**src/rtl/agc_boost_pkg.sv**
```systemverilog
// Package: shared constants for the AGC boost controller.
// Assumes that current codes are expressed in units of the decay current.
package agc_boost_pkg;
    localparam int unsigned DEF_BOOST_CYCLES = 65400;
    localparam int unsigned DEF_PUSH_UNITS   = 10;
    localparam int unsigned DEF_PULL_UNITS   = 1;
    localparam int unsigned DEF_BOOST_MULT   = 45;

    // Width that can hold the given value.
    function automatic int unsigned width_of(input int unsigned value);
        return (value < 2) ? 1 : $clog2(value + 1);
    endfunction
endpackage

```
**src/rtl/shut_sync.sv**
```systemverilog
// Module: shut_sync
// Brings the asynchronous shutdown level into the clock domain through two
// flops and flags the cycle on which the synchronized level falls.
// Assumes: during reset the shutdown is treated as asserted, so a low input
// at reset exit produces a release edge.
module shut_sync (
    input  logic clk,
    input  logic rst_n,
    input  logic shut_i,
    output logic shut_s_o,
    output logic rel_o
);
    logic meta_q, sync_q, prev_q;

    // Two-flop synchronizer plus one delay stage for edge detection.
    always_ff @(posedge clk) begin
        if (!rst_n) begin
            meta_q <= 1'b1;
            sync_q <= 1'b1;
            prev_q <= 1'b1;
        end else begin
            meta_q <= shut_i;
            sync_q <= meta_q;
            prev_q <= sync_q;
        end
    end

    assign shut_s_o = sync_q;
    assign rel_o    = prev_q & ~sync_q;

    // a release pulse lasts one cycle only.
    a_r3_release_single: assert property (@(posedge clk) disable iff (!rst_n)
        rel_o |=> !rel_o);
endmodule

```
**src/rtl/boost_timer.sv**
```systemverilog
// Module: boost_timer
// One-shot down-counter. A release pulse loads it with BOOST_CYCLES, and
// boost is high while the count is nonzero. Synchronized shutdown clears it.
// Assumes: release and shutdown are mutually exclusive in any one cycle.
module boost_timer #(
    parameter int unsigned BOOST_CYCLES = agc_boost_pkg::DEF_BOOST_CYCLES
) (
    input  logic clk,
    input  logic rst_n,
    input  logic shut_s_i,
    input  logic rel_i,
    output logic boost_o
);
    localparam int unsigned CNT_W = agc_boost_pkg::width_of(BOOST_CYCLES);
    localparam logic [CNT_W-1:0] LOAD = CNT_W'(BOOST_CYCLES);

    logic [CNT_W-1:0] cnt_q;

    // Load on release, clear on shutdown, otherwise count down to zero.
    always_ff @(posedge clk) begin
        if (!rst_n)
            cnt_q <= '0;
        else if (shut_s_i)
            cnt_q <= '0;
        else if (rel_i)
            cnt_q <= LOAD;
        else if (cnt_q != '0)
            cnt_q <= cnt_q - CNT_W'(1);
    end

    assign boost_o = (cnt_q != '0);

    // a release loads the full window.
    a_r3_load_full: assert property (@(posedge clk) disable iff (!rst_n)
        rel_i && !shut_s_i |=> cnt_q == LOAD);
    // synchronized shutdown aborts the window.
    a_r6_abort: assert property (@(posedge clk) disable iff (!rst_n)
        shut_s_i |=> !boost_o);
    // with no interruption the count falls by exactly one.
    a_r4_countdown: assert property (@(posedge clk) disable iff (!rst_n)
        (cnt_q != '0) && !shut_s_i && !rel_i |=> cnt_q == $past(cnt_q) - CNT_W'(1));
endmodule

```
**src/rtl/pump_steer.sv**
```systemverilog
// Module: pump_steer
// Registers the push and pull enables from the attack request, gated by the
// synchronized shutdown, and forms the current codes with the boost scale.
// Assumes: attack request is synchronous to clk.
module pump_steer #(
    parameter int unsigned PUSH_UNITS = agc_boost_pkg::DEF_PUSH_UNITS,
    parameter int unsigned PULL_UNITS = agc_boost_pkg::DEF_PULL_UNITS,
    parameter int unsigned BOOST_MULT = agc_boost_pkg::DEF_BOOST_MULT,
    parameter int unsigned LVL_W      = 9
) (
    input  logic             clk,
    input  logic             rst_n,
    input  logic             shut_s_i,
    input  logic             attack_req_i,
    input  logic             boost_i,
    output logic             push_en_o,
    output logic             pull_en_o,
    output logic [LVL_W-1:0] push_lvl_o,
    output logic [LVL_W-1:0] pull_lvl_o
);
    localparam logic [LVL_W-1:0] PUSH_NORM  = LVL_W'(PUSH_UNITS);
    localparam logic [LVL_W-1:0] PUSH_BOOST = LVL_W'(PUSH_UNITS * BOOST_MULT);
    localparam logic [LVL_W-1:0] PULL_NORM  = LVL_W'(PULL_UNITS);
    localparam logic [LVL_W-1:0] PULL_BOOST = LVL_W'(PULL_UNITS * BOOST_MULT);

    logic push_q, pull_q;

    // Choose exactly one direction while awake, none while in shutdown.
    always_ff @(posedge clk) begin
        if (!rst_n) begin
            push_q <= 1'b0;
            pull_q <= 1'b0;
        end else begin
            push_q <= ~shut_s_i &  attack_req_i;
            pull_q <= ~shut_s_i & ~attack_req_i;
        end
    end

    // Current codes: zero when off, boosted scale inside the window.
    always_comb begin
        push_lvl_o = '0;
        pull_lvl_o = '0;
        if (push_q) push_lvl_o = boost_i ? PUSH_BOOST : PUSH_NORM;
        if (pull_q) pull_lvl_o = boost_i ? PULL_BOOST : PULL_NORM;
    end

    assign push_en_o = push_q;
    assign pull_en_o = pull_q;

    // never both directions at once.
    a_r5_exclusive: assert property (@(posedge clk) disable iff (!rst_n)
        $onehot0({push_en_o, pull_en_o}));
    // an attack request while awake selects push on the next edge.
    a_r5_attack_push: assert property (@(posedge clk) disable iff (!rst_n)
        !shut_s_i && attack_req_i |=> push_en_o);
    // shutdown freezes both sources.
    a_r2_frozen: assert property (@(posedge clk) disable iff (!rst_n)
        shut_s_i |=> !push_en_o && !pull_en_o);
endmodule

```
**src/rtl/agc_boost_ctrl.sv**
```systemverilog
// Module: agc_boost_ctrl (top)
// Gates the AGC charge-pump sources during shutdown and opens a fixed-length
// ×BOOST_MULT window after each release of shutdown.
// Assumes: shut_i may be asynchronous and attack_req_i is synchronous to clk.
module agc_boost_ctrl #(
    parameter int unsigned BOOST_CYCLES = agc_boost_pkg::DEF_BOOST_CYCLES,
    parameter int unsigned PUSH_UNITS   = agc_boost_pkg::DEF_PUSH_UNITS,
    parameter int unsigned PULL_UNITS   = agc_boost_pkg::DEF_PULL_UNITS,
    parameter int unsigned BOOST_MULT   = agc_boost_pkg::DEF_BOOST_MULT,
    parameter int unsigned LVL_W        = agc_boost_pkg::width_of(PUSH_UNITS * BOOST_MULT)
) (
    input  logic             clk,
    input  logic             rst_n,
    input  logic             shut_i,
    input  logic             attack_req_i,
    output logic             push_en_o,
    output logic             pull_en_o,
    output logic             boost_o,
    output logic [LVL_W-1:0] push_lvl_o,
    output logic [LVL_W-1:0] pull_lvl_o
);
    logic shut_s, rel;

    shut_sync i_sync (
        .clk      (clk),
        .rst_n    (rst_n),
        .shut_i   (shut_i),
        .shut_s_o (shut_s),
        .rel_o    (rel)
    );

    boost_timer #(.BOOST_CYCLES(BOOST_CYCLES)) i_timer (
        .clk      (clk),
        .rst_n    (rst_n),
        .shut_s_i (shut_s),
        .rel_i    (rel),
        .boost_o  (boost_o)
    );

    pump_steer #(
        .PUSH_UNITS (PUSH_UNITS),
        .PULL_UNITS (PULL_UNITS),
        .BOOST_MULT (BOOST_MULT),
        .LVL_W      (LVL_W)
    ) i_steer (
        .clk          (clk),
        .rst_n        (rst_n),
        .shut_s_i     (shut_s),
        .attack_req_i (attack_req_i),
        .boost_i      (boost_o),
        .push_en_o    (push_en_o),
        .pull_en_o    (pull_en_o),
        .push_lvl_o   (push_lvl_o),
        .pull_lvl_o   (pull_lvl_o)
    );

    // boost never coexists with zero current while a source is enabled.
    a_r7_boost_level: assert property (@(posedge clk) disable iff (!rst_n)
        boost_o && push_en_o |-> push_lvl_o > LVL_W'(PUSH_UNITS));
endmodule

```
**config.mk**
```make
export PLATFORM = sky130hd
export DESIGN_NAME = agc_boost_ctrl
export DESIGN_NICKNAME = d
export VERILOG_FILES = /design/src/rtl/agc_boost_pkg.sv /design/src/rtl/shut_sync.sv /design/src/rtl/boost_timer.sv /design/src/rtl/pump_steer.sv /design/src/rtl/agc_boost_ctrl.sv
export SDC_FILE = /design/constraint.sdc
export NUM_CORES = 1
export LEC_CHECK = 0
export BUFFER_PORTS_ARGS = -buffer_cell sky130_fd_sc_hd__clkbuf_2
export CORE_MARGIN = 2
export CORE_UTILIZATION = 56
export DETAILED_ROUTE_END_ITERATION = 12
export HOLD_SLACK_MARGIN = 0.12
export PLACE_DENSITY_LB_ADDON = 0.15
export SKIP_LAST_GASP = 1
export SLEW_MARGIN = 25
export SYNTH_ARGS = -nofsm -noshare
export SYNTH_HDL_FRONTEND = slang
export SYNTH_HIERARCHICAL = 1
export SYNTH_SLANG_ARGS = --single-unit
export TNS_END_PERCENT = 10
```
**constraint.sdc**
```tcl
create_clock -name clk -period 4 [get_ports clk]
set_clock_uncertainty 0.05 [all_clocks]
set_input_delay 0.4 -clock clk [delete_from_list [all_inputs] [get_ports clk]]
set_output_delay 0.4 -clock clk [all_outputs]
set_load 0.02 [all_outputs]
```
==> metrics, run 1 <==
status=completed; RSZ-0062 raised after global routing=no; placed cell count=164; Max FO, Critical Path=10; Pwr Total=396 uW; top-count cell post-synth=dfxtp_1; Post-route DRC=0; Overflow after GRT=0; DRT Pass-1 Iters=4; cell count after synthesis=130; Finish-stage setup viols=0; post-synthesis cell area=1130 um^2; GP Congestion=0.900; largest net degree at the start of global routing=16; DR WL met3=164 um; TritonCTS Buffers=3; Async S/R FF share, synth=0%; via count of the first global-routing pass=854; post-synth top area cell=dfxtp_1; critical path endpoint category=primary output; n_diodes=0; height of the die=48.9 um; Die W=48.9 um; Seq/Total Area, Yosys=37.2%; antenna viol nets, final=0; number of synthesized flops with an enable pin=0; Synth Warn #=6; std cell rows=16; Commonest cells post-synth=21 x dfxtp_1, 15 x buf_4, 10 x a21oi_1; Global Route Usage Sum=21.3%; Area contributors post-synth=dfxtp_1 37%, buf_4 10%, a21oi_1 4.4%, nor3_1 3.1%, a31oi_1 2.8%; initial DRC count=48; HP Class=input pin to register; max incr delay on CP=0.83 ns; Critical path buffers and inverters=1; met2 WL=1060 um; final hold violations=0; initial core utilization=58.8%; full die area=2390 um^2; initial antenna violation count=0; via count=984; Synth top area share=37.2%; relative slew slack=36.9%; area delta synth->final=4.98%; CP startpoint kind=register; Max Slew Vio Count=0; Yosys cell types=41; Routed met1 length=977 um; CP Cell Sequence=nor4_1 > nand4_2 > and2_1 > clkbuf_2; Least-Margin Pin Slew=0.937 ns; Post-CTS Setup Bufs=0; crit share post-route=72.4%; Post-DP HPWL=1610 um; setup TNS=0 ns; Top Layer Used=met4; num ports=25; CP max-delay cell=nor4_1; Root Buffer=clkbuf_4; min Tclk post-route=2.90 ns; first-pass GRT wire length=3970 um; CTS Buffer Depth=2; Avg WL per Cell=13.3 um; # resized after CTS=0; Top FF cell, synth=dfxtp_1; CP top delay family=simple AND/OR/NAND/NOR gates; Final #Nets=147; share of cells above drive strength 1=19.1%; Num Clock Sinks=21; WP data required=3.55 ns; core area=1920 um^2; Peak VDD IR=282 uV; CTS tree=built; htree depth=1; final wirelength=2230 um; #FFs+latches synth=21; Clock Latency Late Sink=0.32 ns; Cell Pwr Density=334 nW/um^2; Worst-path clk slew=0.13 ns; hold buffers post-CTS=0; FMAX=345 MHz; Syn Area/Cell=8.69 um^2; max-cap violations=0; static leakage=0.000502 uW; IO Port Bufs=15; Util after Layout=61.7%; Final Non-Filler Cells=168; WS Path Type=register to primary output; vias per inst=5.86; crit path DAT=2.45 ns
-- cell usage in the layout, fill, tap and decap left out, types with 2 or more instances in the layout --
master and instances:
or3_2 2, mux2i_1 2, clkbuf_4 3, nand4b_1 2, nor2_1 4, clkbuf_2 15, nand2b_1 5, o31ai_1 2
nand2_1 2, nor4_1 5, dfxtp_1 21, a31oi_1 5, and2_1 2, nor2b_1 4, or3_1 4, o21ai_0 4
or4_1 2, conb_1 9, nor3_1 7, inv_1 4, nand3_1 6, a21oi_1 10
-- flip-flops by register name (all words and copies together), names as in the netlist --
register / count
i_steer/push_en_o: 1
i_steer/pull_en_o: 1
i_sync/prev_q: 1
i_sync/shut_s_o: 1
i_sync/meta_q: 1
i_timer/cnt_q: 16
-- report_power, final --
part           internal [uW]  switching, uW  leakage, uW
clock network           38.2           70.4    0.0000139
registers                213           3.42     0.000170
logic                   26.1           44.7     0.000318
-- worst paths after layout --
path,from,to,slack (ns),depth (start not counted)
max,i_timer/cnt_q[3],push_lvl_o[6],1.10,4
min,attack_req_i,i_steer/pull_en_o,0.19,2
max reg2reg,i_timer/cnt_q[3],i_timer/cnt_q[3],1.78,4
min reg2reg,i_sync/meta_q,i_sync/shut_s_o,0.38,1
-- logic make-up after synthesis --
family                   after synthesis  share of synthesized area (%)
AO/OA/AOI/OAI                         28                           16.3
XOR/XNOR                               1                          0.775
adder cells (fa/ha/maj)                1                           1.11
buffers and inverters                 22                           12.3
flip-flops                            21                           37.2
multiplexers                           2                           1.77
other                                  1                          0.332
AND/OR/NAND/NOR                       54                           30.2
-- per-stage QoR --
step	area [um^2]	hold WS (ns)	worst slack [ns]
floorplan	1160	0.336	1.56
detailed placement	1160	0.350	1.53
global placement	1160	0.349	1.64
CTS	1190	0.187	1.15
finish	1190	0.192	1.10
global route	1190	0.181	0.877
-- metal layers --
layer / up-vias / GRT usage [%]
met2: 47 / 34.7
li1: 484 / -
met4: 0 / 7.14
met1: 448 / 26.4
met5: - / 0
met3: 5 / 6.75
-- cell type report --
type / instances / area [um^2]
sequential: 21 / 420
clock buffer: 3 / 22.5
inverter: 5 / 18.8
clock inverter: 1 / 7.51
timing repair buffer: 16 / 82.6
fill: 178 / 736
multi-input combinational: 95 / 601
tap: 27 / 33.8
Power figures use the tool's default switching activity.
==> run 2, diff against run 1 <==
--- a/config.mk
+++ b/config.mk
@@ -7,7 +7,7 @@
 export LEC_CHECK = 0
 export BUFFER_PORTS_ARGS = -buffer_cell sky130_fd_sc_hd__clkbuf_2
 export CORE_MARGIN = 2
-export CORE_UTILIZATION = 56
+export CORE_UTILIZATION = 47
 export DETAILED_ROUTE_END_ITERATION = 12
 export HOLD_SLACK_MARGIN = 0.12
 export PLACE_DENSITY_LB_ADDON = 0.15
==> constraint.sdc (replaced) <==
create_clock -name clk -period 2.6 [get_ports clk]
set_clock_uncertainty 0.05 [all_clocks]
set_input_delay 0.26 -clock clk [delete_from_list [all_inputs] [get_ports clk]]
set_output_delay 0.26 -clock clk [all_outputs]
set_load 0.02 [all_outputs]
==> metrics, run 2 (synthesized netlist as in run 1, its figures left out) <==
R2R Setup Slk=0.65 ns; Num Clock Sinks=21; area occupied by multi-input gates=601 um^2; Reg-to-Reg Start=i_timer/cnt_q[11]; CP Cell Sequence=nor4_1 > buf_4 > nand4_2 > and2_1 > clkbuf_2; critical path endpoint category=primary output; GP Congestion=0.833; Top reg by flops=i_timer/cnt_q; height of the die=53.0 um; CP max-delay cell=dfxtp_1; CTS Buffer Depth=2; Worst-path clk slew=0.12 ns; Clock Latency Late Sink=0.30 ns; final worst slack=0.384 ns; Least-Margin Pin Slew=0.625 ns; crit share post-route=85.2%; num ports=25; final wirelength=2330 um; DRT Pass-1 Iters=4; first-pass GRT wire length=3730 um; Hold Crit Endpoint=i_sync/prev_q; Avg WL per Cell=13.2 um; max incr delay on CP=0.39 ns; min Tclk post-route=2.22 ns; antenna viol nets, final=0; Max FO, Critical Path=10; Overflow after GRT=0; initial core utilization=50.6%; origin of the worst setup path=i_timer/cnt_q[3]; TritonCTS Buffers=3; Post-CTS Setup Bufs=0; Finish-stage setup viols=0; WP data required=2.29 ns; Reg2Reg Depth=4; via count of the first global-routing pass=866; Cell Pwr Density=491 nW/um^2; Root Buffer=clkbuf_4; core area=2230 um^2; HP Class=input pin to register; hold_sp=rst_n; crit path DAT=1.91 ns; Finished Cell Area=1240 um^2; status=completed; Die W=53.0 um; n_diodes=0; area delta synth->final=10.2%; final hold violations=0; commonest cells after routing, fill and taps aside=21 x dfxtp_1, 15 x clkbuf_2, 10 x a21oi_1; Peak VDD IR=350 uV; CP startpoint kind=register; Largest register FFs=16; largest net degree at the start of global routing=16; Max Slew Vio Count=0; vias per inst=5.64; Post-route DRC=0; initial DRC count=28; static leakage=0.000535 uW; share of cells above drive strength 1=20.9%; Final #Nets=154; full die area=2810 um^2; CP top delay family=simple AND/OR/NAND/NOR gates; placed cell areas=1190 um^2; register area=420 um^2; Hold WS=0.128 ns; WS Path Type=register to primary output; DP Worst Slack=0.685 ns; most common cell after layout, fill and taps aside=dfxtp_1; RSZ-0062 raised after global routing=no; Post-DP HPWL=1670 um; FMAX=451 MHz; IO Port Bufs=15; max-cap violations=0; Crit Reg-Reg Endpoint=i_timer/cnt_q[9]; setup TNS=0 ns; CTS tree=built; Critical path buffers and inverters=2; std cell rows=17; # fillers=228; via count=993; htree depth=1; Global Route Usage Sum=18.0%; relative slew slack=58.4%; hold path depth=2; initial antenna violation count=0
-- run 2: metrics by stage --
| stage | util (%) | total power (uW) | instances |
|---|---|---|---|
| 2_1_floorplan | - | 436 | 138 |
| 3_3_place_gp | 53.2 | 452 | 169 |
| 3_5_place_dp | 53.2 | 453 | 169 |
| 4_1_cts | 55.7 | 617 | 176 |
| 5_1_grt | 55.7 | 640 | 176 |
| 6_report | 55.7 | 611 | 176 |
-- run 2: power by group --
group	switching, uW	internal [uW]	total [uW]	leakage, uW
Clock	104	57.4	161	0.0000177
Combinational	70.8	46.9	118	0.000347
Sequential	5.01	327	332	0.000170
Total	180	432	611	0.000535
-- run 2: timing repair --
item	4_1_cts	5_1_grt
hold buffers	3	0
endpoints found under the hold margin	2	0
gates resized for setup	0	0
-- run 2: area by class of cell --
class                   count  area share, %
multi-input cells          95           48.2
clock inverters             1          0.402
repair buffers             23           11.5
clock buffers               3           1.81
inverters                   5           1.51
flip-flops and latches     21           33.8
well taps                  28           2.81
-- run 2: how the worst max path moves through the flow --
| stage | endpoint | slack [ns] | cells past startpoint |
|---|---|---|---|
| after floorplan | push_lvl_o[7] | 0.30 | 4 |
| after global placement | i_timer/cnt_q[8] | 0.70 | 4 |
| after detailed placement | i_timer/cnt_q[8] | 0.69 | 4 |
| after CTS | push_lvl_o[8] | 0.36 | 5 |
| after global routing | push_lvl_o[7] | 0.24 | 5 |
| final | push_lvl_o[8] | 0.38 | 5 |
-- run 2: routing by layer --
layer | vias up | GRT usage [%] | part of all wire (%)
li1 | 496 | - | -
met1 | 469 | 22.9 | 47
met2 | 26 | 29.4 | 48
met3 | 2 | 2.54 | 4.3
met4 | 0 | 9.40 | 0.65
met5 | - | 0 | 0
